## src/rtl/serial_tx_ctl.sv

```systemverilog
module serial_tx_ctl #(
  parameter int CW = 16
) (
  input  logic          clk,
  input  logic          rst_n,
  input  logic          wr_data,
  input  logic [7:0]    wdata,
  input  logic          wr_ctrl,
  input  logic          ctrl_en,
  input  logic          ctrl_tie,
  input  logic          ctrl_teie,
  input  logic          par_en,
  input  logic          two_stop,
  input  logic [CW-1:0] bit_cycles,
  output logic          tx,
  output logic [7:0]    status,
  output logic          txi,
  output logic          tei
);
  logic          ten, tie, teie, tdre, tend;
  logic [7:0]    tdr;
  logic [11:0]   frame;
  logic [CW-1:0] cyc;
  logic [3:0]    bidx, nbits;
  logic          bit_last, frame_end, wr_go;

  function automatic logic [11:0] build(input logic [7:0] d, input logic p);
    return p ? {2'b11, ^d, d, 1'b0} : {3'b111, d, 1'b0};
  endfunction

  assign nbits     = 4'd10 + 4'(par_en) + 4'(two_stop);
  assign bit_last  = ({1'b0, cyc} + (CW+1)'(1)) >= {1'b0, bit_cycles};
  assign frame_end = !tend && bit_last && (bidx == nbits - 4'd1);
  assign wr_go     = wr_data && ten;
  assign tx        = tend ? 1'b1 : frame[0];
  assign status    = {tdre, 4'b0000, tend, 2'b00};

  always_ff @(posedge clk) begin
    if (!rst_n) begin
      ten   <= 1'b0;
      tie   <= 1'b0;
      teie  <= 1'b0;
      tdre  <= 1'b1;
      tend  <= 1'b1;
      tdr   <= '0;
      frame <= '1;
      cyc   <= '0;
      bidx  <= '0;
      txi   <= 1'b0;
      tei   <= 1'b0;
    end else begin
      txi <= 1'b0;
      if (!tend) begin
        if (bit_last) begin
          cyc   <= '0;
          bidx  <= bidx + 4'd1;
          frame <= {1'b1, frame[11:1]};
        end else begin
          cyc <= cyc + CW'(1);
        end
      end

      if (frame_end) begin
        if (!tdre || wr_go) begin
          frame <= build(!tdre ? tdr : wdata, par_en);
          cyc   <= '0;
          bidx  <= '0;
          tdre  <= 1'b1;
          txi   <= tie;
          if (!tdre && wr_go) begin
            tdr  <= wdata;
            tdre <= 1'b0;
          end
        end else begin
          tend <= 1'b1;
          if (teie) tei <= 1'b1;
        end
      end else if (wr_go && tend) begin
        frame <= build(wdata, par_en);
        cyc   <= '0;
        bidx  <= '0;
        tend  <= 1'b0;
        tdre  <= 1'b1;
        tei   <= 1'b0;
        txi   <= tie;
      end else if (wr_go) begin
        tdr  <= wdata;
        tdre <= 1'b0;
      end

      if (wr_ctrl) begin
        ten  <= ctrl_en;
        tie  <= ctrl_tie;
        teie <= ctrl_teie;
        if (ctrl_en && !ten) begin
          tdre <= 1'b1;
          tend <= 1'b1;
          txi  <= ctrl_tie;
        end
        if (!ctrl_en && ten) begin
          tdre <= 1'b0;
          tend <= 1'b1;
          txi  <= 1'b0;
        end
        if (!ctrl_teie) tei <= 1'b0;
      end
    end
  end
endmodule

```

## config.mk

```make
export PLATFORM = sky130hd
export DESIGN_NAME = serial_tx_ctl
export DESIGN_NICKNAME = d
export VERILOG_FILES = /design/src/rtl/serial_tx_ctl.sv
export SDC_FILE = /design/constraint.sdc
export NUM_CORES = 1
export LEC_CHECK = 0
export ABC_CLOCK_PERIOD_IN_PS = 6400
export BUFFER_PORTS_ARGS = -buffer_cell sky130_fd_sc_hd__buf_4
export CAP_MARGIN = 20
export CORE_MARGIN = 4
export CORE_UTILIZATION = 62
export DETAILED_ROUTE_END_ITERATION = 7
export GPL_ROUTABILITY_DRIVEN = 0
export PLACE_DENSITY = 0.9
export SLEW_MARGIN = 30
export SYNTH_ARGS = -nofsm -noshare
export SYNTH_HDL_FRONTEND = slang
export SYNTH_SLANG_ARGS = --single-unit
```

## constraint.sdc

```tcl
create_clock -name clk -period 6.4 [get_ports clk]
set_input_delay 1.6 -clock clk [delete_from_list [all_inputs] [get_ports clk]]
set_output_delay 1.6 -clock clk [all_outputs]
set_load 0.05 [all_outputs]
```

==> results_dict.tcl, run 1 <==
set metrics [dict create \
    status "completed" \
    rr_worst_depth 12 \
    timing.fmax_mhz 252.4 \
    final_area_um2 3541 \
    seq_power_share_pct 51.9 \
    dp_hpwl_mm 5.177 \
    post_drt_wl_per_cell_um 14.46 \
    fill_cells 355 \
    multiInputGateArea_um2 2044 \
    io_pins 44 \
    grt_max_degree 29 \
    end_kind "flop" \
    crit_path_max_fanout 27 \
    grt_pass1_wl_mm 11.58 \
    p_sw_mw 0.1511 \
    maxSlewHeadroom_pct 49.51 \
    p_leak_nw 1.566 \
    rows 25 \
    place_area_um2 3437 \
    path_cells "nand3_1, or4_4, nor2_4, nand3_1, xnor2_1, ha_1, and3_1, a31oi_1, o2111ai_2, nand2_4, nand3_1, nor2_1" \
    path_common_cell "nand3_1" \
    n_antenna_cell 0 \
    dp_slack_ps 2184 \
    rrSetupSlack_ps 2440 \
    cts_max_path_buffers 2 \
    clk_pin_slew_ps 80 \
    finalCriticalPeriod_ps 3962 \
    insertion_delay_ps 300 \
    worst_pin_slew_ps 754.1 \
    clock-root-buffer "clkbuf_8" \
    netlist_area_um2 3164 \
    yosysWarnings 0 \
    ctsHoldBuffers 0 \
    die_w_um 79.44 \
    synth_edf_count 0 \
    cp_slowest_cell "or4_4" \
    area_growth_pct 11.90 \
    swShare_pct 25.92 \
    ys_seq_area_share_pct 29.74 \
    cp.arrival_ps 4190 \
    timing.rr.start "cyc[2]" \
    ff_latch_area_um2 940.9 \
    hold_viol_final 0 \
    h-tree-depth 2 \
    vias_per_cell 5.637 \
    maxCapViolations 0 \
    cts_buffers 5 \
    r2r-end "cyc[3]" \
    cts_resized 0 \
    slew_viol_final 0 \
    core_area_um2 4848 \
    clock_skew_ps 2.457 \
    worstSetupPathType "reg -> reg" \
    ys_types 47 \
    cts_tree "yes" \
    syn_avg_cell_area_um2 8.349 \
    detail-route-antenna-nets 0 \
    setup_ws_ps 2438 \
    final_nets 458 \
    die_height_um 79.44 \
    grt_pass1_vias 2644 \
    drc 0 \
    rsz0062_at_grt "false" \
    postSynthCellCount 379 \
    firstDrtPassIters 4 \
    fin_tns_setup_ps 0 \
    cpPeakStageDelay_ps 640 \
    initialDrtViolationCount 173 \
    clock_sinks 47 \
    drive_gt1_share_pct 15.48 \
    hold_ws_ps 494.7 \
    wirelength_mm 6.854 \
    setup_viol 0 \
    cellPowerDensity_nw_per_um2 164.6 \
    die_area_um2 6311 \
    final.period_utilization_pct 61.91 \
    power_frac_clock_pct 34.3 \
    overflow 0 \
    ir_drop_v 0.0001571 \
    start_util_pct 65.26 \
    holdPathEnd "frame[11]" \
    min_from "frame[11]" \
    combPwrFrac_pct 13.8 \
    cts_setup_buffers 0 \
    antenna_found_initial 0 \
    grt_usage_pct 22.85 \
    async_reset_ff_share_pct 0 \
    synth_ff_type "dfxtp_1" \
    io_buffers 37 \
    p_int_mw 0.4317 \
    via_count 2672 \
    cp_data_required_time_ps 6630 \
    hold_path.class "reg -> reg" \
    synth-seq-cells 47 \
    min_delay_path_depth 1 \
    start_kind "flop" \
]
-- metal layers --
layer	track usage, %	up-vias	wire length [um]
li1	-	1335	-
met1	26.84	1248	2863
met2	40.73	73	3523
met3	4.515	16	336
met4	8.591	0	131
met5	0	-	0
-- placed cells by master (no fill, tap or decap), types with 8 or more instances in the layout --
cell / synthesis / routed
nor2_1: 35 / 35
buf_4: 10 / 39
dfxtp_1: 47 / 47
xnor2_1: 36 / 36
nor2b_1: 11 / 11
a21oi_1: 8 / 8
nand2_1: 42 / 42
nand3b_1: 8 / 8
ha_1: 19 / 19
mux2i_1: 19 / 19
xor2_1: 9 / 9
a211o_1: 8 / 8
inv_1: 20 / 20
nand3_1: 11 / 11
o21ai_0: 20 / 20
-- cell usage after synthesis (2+ instances only) --
library cell / n / share of area [%]
xnor2_1: 36 / 10
clkbuf_1: 11 / 1.3
or2_2: 2 / 0.40
ha_1: 19 / 7.5
buf_4: 10 / 2.4
nor3_1: 7 / 1.1
nand3b_1: 8 / 1.9
dfxtp_1: 47 / 30
a211oi_1: 2 / 0.47
nand2b_1: 3 / 0.59
a211o_1: 8 / 2.2
a2111oi_2: 2 / 0.95
a21oi_1: 8 / 1.3
buf_2: 3 / 0.47
nand2_1: 42 / 5.0
a21boi_0: 5 / 1.2
mux2i_1: 19 / 6.0
nand4_1: 4 / 0.79
and2_1: 3 / 0.59
and3_1: 4 / 0.79
o21ai_0: 20 / 3.2
xor2_1: 9 / 2.5
o211ai_1: 3 / 0.71
nor2b_1: 11 / 2.2
nand3_1: 11 / 1.7
or3_1: 3 / 0.59
a31oi_1: 6 / 1.2
inv_1: 20 / 2.4
nor2_1: 35 / 4.2
-- final cells by class --
type                    count  area share [%]
multi-input cells         293           57.74
flip-flops and latches     47           26.57
clock inverters             1          0.2120
clock buffers               7           2.721
inverters                  20           2.120
repair buffers             39           8.269
well taps                  67           2.367
-- kinds of logic after synthesis --
logic type / count (synthesis) / synth area share, %
compound gates: 61 / 14.00
xor+xnor: 45 / 12.46
fa+ha+maj: 19 / 7.513
buf+inv: 44 / 6.524
flops: 47 / 29.73
mux: 19 / 6.010
other cells: 1 / 0.1185
simple gates: 143 / 23.65
-- worst max-delay path by stage --
| stage | slack [ps] | startpoint | end | depth (start not counted) |
|---|---|---|---|---|
| 6_report | 2440 | cyc[2] | cyc[3] | 12 |
| 5_1_grt | 2070 | cyc[2] | cyc[3] | 12 |
| 4_1_cts | 2430 | cyc[2] | cyc[3] | 12 |
| 3_5_place_dp | 2180 | bit_cycles[4] | cyc[3] | 10 |
| 3_3_place_gp | 2060 | par_en | frame[5] | 9 |
| 2_1_floorplan | 2780 | bit_cycles[4] | tdre | 10 |
-- per-stage QoR --
| step | total power [mW] | util, % | instances |
|---|---|---|---|
| floorplan | 0.3640 | - | 384 |
| global placement | 0.3861 | 70.71 | 466 |
| detailed placement | 0.3894 | 70.89 | 466 |
| CTS | 0.5852 | 73.03 | 474 |
| global route | 0.6056 | 73.03 | 474 |
| finish | 0.5828 | 73.03 | 474 |
-- worst max-delay path, delay by kind of cell, from the launching register on --
kind                     cells  cell delay, ps
flip-flops                   1             440
AO/OA/AOI/OAI                2             480
XOR/XNOR                     1             180
AND/OR/NAND/NOR              8            2450
adder cells (fa/ha/maj)      1             310
-- power by group through the flow --
stage / Clock [mW] / Combinational (mW) / Sequential (mW)
2_1_floorplan: 0 / 0.0570 / 0.307
3_3_place_gp: 0 / 0.0771 / 0.309
3_5_place_dp: 0 / 0.0802 / 0.309
4_1_cts: 0.202 / 0.0807 / 0.302
5_1_grt: 0.214 / 0.0885 / 0.303
6_report: 0.200 / 0.0807 / 0.302
-- state kept, by name (all words and copies together), names as in the netlist --
register and cells:
bidx 4, cyc 16, frame 12, tdr 8, tdre 1, tei 1
teie 1, ten 1, tend 1, tie 1, txi 1
(Power assumes the default switching activity.)
==> run 2, diff against run 1 <==
ABC_AREA = 1   (was default)
ABC_CLOCK_PERIOD_IN_PS = 3350   (was 6400)
CORE_UTILIZATION = 52   (was 62)
PLACE_DENSITY = 0.81   (was 0.9)
clock period = 3.35 ns   (was 6.4 ns; I/O delays follow)
==> results_dict.tcl, run 2 <==
set metrics [dict create \
    layout_common_cells "nand2_1, inv_1, dfxtp_1" \
    maxCapViolations 0 \
    dp_hpwl_mm 5.329 \
    syn_avg_cell_area_um2 6.449 \
    post_drt_wl_per_cell_um 11.68 \
    async_reset_ff_share_pct 0 \
    final_nets 579 \
    synth.most_common_cell "nand2_1" \
    initialDrtViolationCount 140 \
    clock_sinks 47 \
    ys_types 33 \
    ir_drop_v 0.0003182 \
    synth-seq-cells 47 \
    largestRegisters "cyc (16), frame (12), tdr (8)" \
    path_common_cell "nand2_1" \
    netlist_area_um2 3224 \
    synth_edf_count 0 \
    rrSetupSlack_ps 280 \
    hold_viol_final 0 \
    rows 28 \
    insertion_delay_ps 310 \
    cts_max_path_buffers 2 \
    cp_data_required_time_ps 3560 \
    r2r-end "bidx[3]" \
    drc 0 \
    min_from "teie" \
    io_buffers 37 \
    area_growth_pct 13.27 \
    setup_ws_ps 275.2 \
    maxSlewHeadroom_pct 52.41 \
    cp_slowest_cell "dfxtp_2" \
    synth_top_area_share_pct 29.18 \
    min_delay_path_depth 2 \
    drive_gt1_share_pct 12.50 \
    timing.fmax_mhz 325.2 \
    end_kind "flop" \
    start_util_pct 54.14 \
    cpPeakStageDelay_ps 370 \
    yosysWarnings 0 \
    path_cells "ha_1, nand3_2, nor2_2, nand3_2, inv_1, nand4_1, o22ai_1, inv_1, ha_1, nand2_1, inv_1, nand2_1, nor2_1, nand2_1, nand3_1, nand2_1, nand3_4, nand3_4, nand2_1, nand2_4, nand2_2, nor2_1" \
    via_count 3012 \
    clock_skew_ps 10.31 \
    overflow 0 \
    grt_max_degree 37 \
    clk_pin_slew_ps 90 \
    n_antenna_cell 0 \
    cts_buffers 5 \
    final.period_utilization_pct 91.78 \
    slew_viol_final 0 \
    synth_ff_type "dfxtp_1" \
    status "completed" \
    largest_register_ffs 16 \
    dp_slack_ps 87.08 \
    antenna_found_initial 0 \
    grt_pass1_vias 2853 \
    wirelength_mm 7.046 \
    io_pins 44 \
    die_area_um2 7525 \
    final_common_cell "nand2_1" \
    cellPowerDensity_nw_per_um2 346.4 \
    setup_viol 0 \
    crit_path_max_fanout 12 \
    die_height_um 86.75 \
    fill_cells 542 \
    vias_per_cell 4.995 \
    top_register "cyc" \
    hold_path.class "reg -> reg" \
    holdPathEnd "tei" \
    cp.arrival_ps 3280 \
    p_leak_nw 1.883 \
    h-tree-depth 2 \
    core_area_um2 5956 \
    grt_pass1_wl_mm 12.41 \
    synth_area_leaders "dfxtp_1, nand2_1, ha_1" \
    worst_pin_slew_ps 711.2 \
    start_kind "flop" \
    rr_worst_depth 22 \
    finalCriticalPeriod_ps 3075 \
    cts_tree "yes" \
    worstSetupPathType "reg -> reg" \
    die_w_um 86.75 \
    grt_usage_pct 20.38 \
    detail-route-antenna-nets 0 \
    yosys-top-cells-count "nand2_1, inv_1, dfxtp_1" \
    clock-root-buffer "clkbuf_8" \
    cts_setup_buffers 0 \
    synth_area_leader_cell "dfxtp_1" \
    postSynthCellCount 500 \
    firstDrtPassIters 5 \
    finalPower_mw 1.265 \
    timing.rr.start "cyc[0]" \
    ys_seq_area_share_pct 29.18 \
]
## run 2: changes by cell type in the layout (fill, tap and decap cells not counted), moves of 4 or more
cell	change
nand2_1	+103
inv_1	+43
a21oi_1	+32
nand3_1	+26
xnor2_1	-26
mux2i_1	-19
nor2b_1	-11
nor2_1	+10
a211o_1	-8
nand3b_1	-7
a31oi_1	-6
a21boi_0	-5
nor3_1	-4
## run 2: what timing repair did
item                                    CTS  global route
resized for setup                         0             6
hold buffers                              0             0
endpoints found under the setup margin    0            39
## run 2: cell type report
type	count	area, um^2	share of cell area (%)
Tap cell	75	93.84	2.569
Inverter	66	247.7	6.783
Clock inverter	2	60.06	1.644
Clock buffer	6	72.57	1.987
Timing Repair Buffer	41	307.8	8.428
Sequential cell	47	942.2	25.80
Multi-Input combinational cell	366	1928	52.79
## run 2: worst max path at each step
| stage | from | endpoint | slack, ps | cells after the start |
|---|---|---|---|---|
| 2_1_floorplan | cyc[0] | frame[2] | 590 | 23 |
| 3_3_place_gp | cyc[0] | bidx[3] | 260 | 22 |
| 3_5_place_dp | cyc[0] | bidx[3] | 90 | 22 |
| 4_1_cts | cyc[0] | bidx[3] | 70 | 22 |
| 5_1_grt | cyc[0] | frame[9] | -20 | 22 |
| 6_report | cyc[0] | bidx[3] | 280 | 22 |
## run 2: per-layer routing
layer	global-route usage (%)	part of all wire, %
met5	0	0
met4	7.365	1.9
met3	4.753	5.2
met2	34.63	48
met1	25.09	45
## run 2: metrics by stage
stage,TNS [ps],instance area (um^2),util (%),cells,hold slack (ps)
final,0,3652,61.32,603,469.0
after global routing,-121.3,3652,61.32,603,494.5
after CTS,0,3628,60.92,603,471.4
after detailed placement,0,3496,58.70,595,453.3
after global placement,0,3496,58.70,595,446.3
after floorplan,0,3243,-,505,436.5
## run 2: kinds of logic after synthesis
group / Yosys count / share of synthesized area [%]
XOR/XNOR: 22 / 5.976
buffers and inverters: 92 / 12.30
AND/OR/NAND/NOR: 252 / 34.15
AO/OA/AOI/OAI: 67 / 10.90
adder cells (fa/ha/maj): 19 / 7.373
flip-flops: 47 / 29.18
other: 1 / 0.1163
## run 2: critical path, delay by kind of cell (launching register included)
| family | cells | cell delay, ps |
|---|---|---|
| and+or+nand+nor | 16 | 1660 |
| adders and majority gates | 2 | 500 |
| DFF | 1 | 370 |
| buffers and inverters | 3 | 270 |
| AOI/OAI and AO/OA | 1 | 170 |
## run 2: power breakdown
part           internal [mW]  total [mW]  switching (mW)
clock                  0.299       0.501           0.203
combinational         0.0721       0.189           0.117
sequential             0.567       0.575         0.00796
total                  0.938        1.27           0.327
==> run 3, diff against run 2 <==
CORE_MARGIN = 5   (was 4)
PLACE_DENSITY = 0.84   (was 0.81)
==> results_dict.tcl, run 3 (synthesis results as in run 2) <==
set metrics [dict create \
    status "completed" \
    crit_path_max_fanout 12 \
    maxSlewHeadroom_pct 54.83 \
    ctsHoldBuffers 0 \
    cts_buffers 5 \
    clk_pin_slew_ps 90 \
    hold_path.class "reg -> reg" \
    worstSetupPathType "reg -> reg" \
    hold_ws_ps 469.2 \
    start_util_pct 53.82 \
    final.period_utilization_pct 90.40 \
    drc 0 \
    fill_cells 569 \
    ir_drop_v 0.0002759 \
    h-tree-depth 2 \
    largestRegisters "cyc (16), frame (12), tdr (8)" \
    overflow 0 \
    finalPower_mw 1.177 \
    min_delay_path_depth 2 \
    area_growth_pct 13.39 \
    n_antenna_cell 0 \
    final_core_util_pct 61.03 \
    seq_power_share_pct 48.9 \
    start_kind "flop" \
    p_sw_mw 0.3181 \
    io_buffers 37 \
    dp_hpwl_mm 5.354 \
    final_common_cell "nand2_1" \
    rows 28 \
    drive_gt1_share_pct 13.42 \
    grt_pass1_vias 2897 \
    final_area_um2 3656 \
    final_nets 581 \
    hold_viol_final 0 \
    maxCapViolations 0 \
    rr_worst_depth 22 \
    insertion_delay_ps 300 \
    firstDrtPassIters 4 \
    wirelength_mm 6.983 \
    cts_max_path_buffers 2 \
    clock_sinks 47 \
    p_int_mw 0.8587 \
    layout_common_cells "nand2_1, inv_1, nor2_1, dfxtp_1, buf_4" \
    largest_register_ffs 16 \
    worst_pin_slew_ps 675.1 \
    io_pins 44 \
    detail-route-antenna-nets 0 \
    initialDrtViolationCount 219 \
    core_area_um2 5991 \
    power_frac_clock_pct 34.9 \
    combPwrFrac_pct 16.2 \
    grt_pass1_wl_mm 12.11 \
    slew_viol_final 0 \
    die_area_um2 7876 \
    timing.fmax_mhz 330.2 \
    rrSetupSlack_ps 320 \
    cp_data_required_time_ps 3520 \
    fin_tns_setup_ps 0 \
    via_count 3023 \
    grt_max_degree 37 \
    die_height_um 88.75 \
    finalCriticalPeriod_ps 3028 \
    antenna_found_initial 0 \
    grt_usage_pct 19.06 \
    vias_per_cell 5.005 \
    place_area_um2 3496 \
    cts_tree "yes" \
    setup_viol 0 \
    p_leak_nw 1.877 \
    post_drt_wl_per_cell_um 11.56 \
    cellPowerDensity_nw_per_um2 321.9 \
    clock_skew_ps 11.59 \
    die_w_um 88.75 \
    clock-root-buffer "clkbuf_8" \
    top_register "cyc" \
    end_kind "flop" \
    swShare_pct 27.03 \
    cp.arrival_ps 3200 \
]
## run 3: worst max-delay path, cell delays in order, from the launching register on
cell     delay (ps)
dfxtp_2         370
ha_2            200
nand3_2         120
nor2_4          130
nand3_2         130
inv_1           120
nand4_1         110
o22ai_1         200
inv_1            80
ha_1            290
nand2_1          50
inv_1            70
nand2_1          50
nor2_1           90
nand2_1          60
nand3_1          60
nand2_1          80
nand3_4         130
nand3_4         130
nand2_2         130
nand2_4         110
nand2_1          90
nand3_1          70
## run 3: power by group through the flow
stage	clock network [mW]	registers [mW]	logic [mW]
floorplan	0	0.586	0.136
global placement	0	0.588	0.181
detailed placement	0	0.588	0.186
CTS	0.419	0.575	0.187
global route	0.441	0.577	0.214
finish	0.411	0.576	0.190
## run 3: worst paths after layout
check / start / to
worst min register to register: teie / tei
worst max register to register: cyc[0] / frame[8]
worst max-delay path: cyc[0] / frame[8]
worst min-delay path: teie / tei
## run 3: timing repair
item	in CTS	in global routing
hold endpoints to repair	0	0
resized for setup	0	11
buffers inserted	0	2
setup endpoints to repair	0	39
## run 3: final cells by class
cell class,count,area [um^2],area share [%]
well taps,75,93.84,2.567
clock buffers,5,68.82,1.882
flip-flops and latches,47,943.4,25.80
inverters,66,247.7,6.776
repair buffers,43,326.6,8.932
multi-input cells,366,1938,53.01
clock inverters,2,37.54,1.027
## run 3: per-layer routing
layer	up-vias	track usage, %	routed length, um
met1	1320	23.20	3097
li1	1628	-	-
met5	-	0	0
met2	68	33.60	3466
met3	7	3.166	346
met4	0	6.868	72
## run 3: stage by stage
| stage | instances | worst slack [ps] |
|---|---|---|
| 3_5_place_dp | 595 | 72.21 |
| 2_1_floorplan | 505 | 592.1 |
| 3_3_place_gp | 595 | 244.4 |
| 6_report | 604 | 321.7 |
| 4_1_cts | 602 | 35.37 |
| 5_1_grt | 604 | -26.51 |
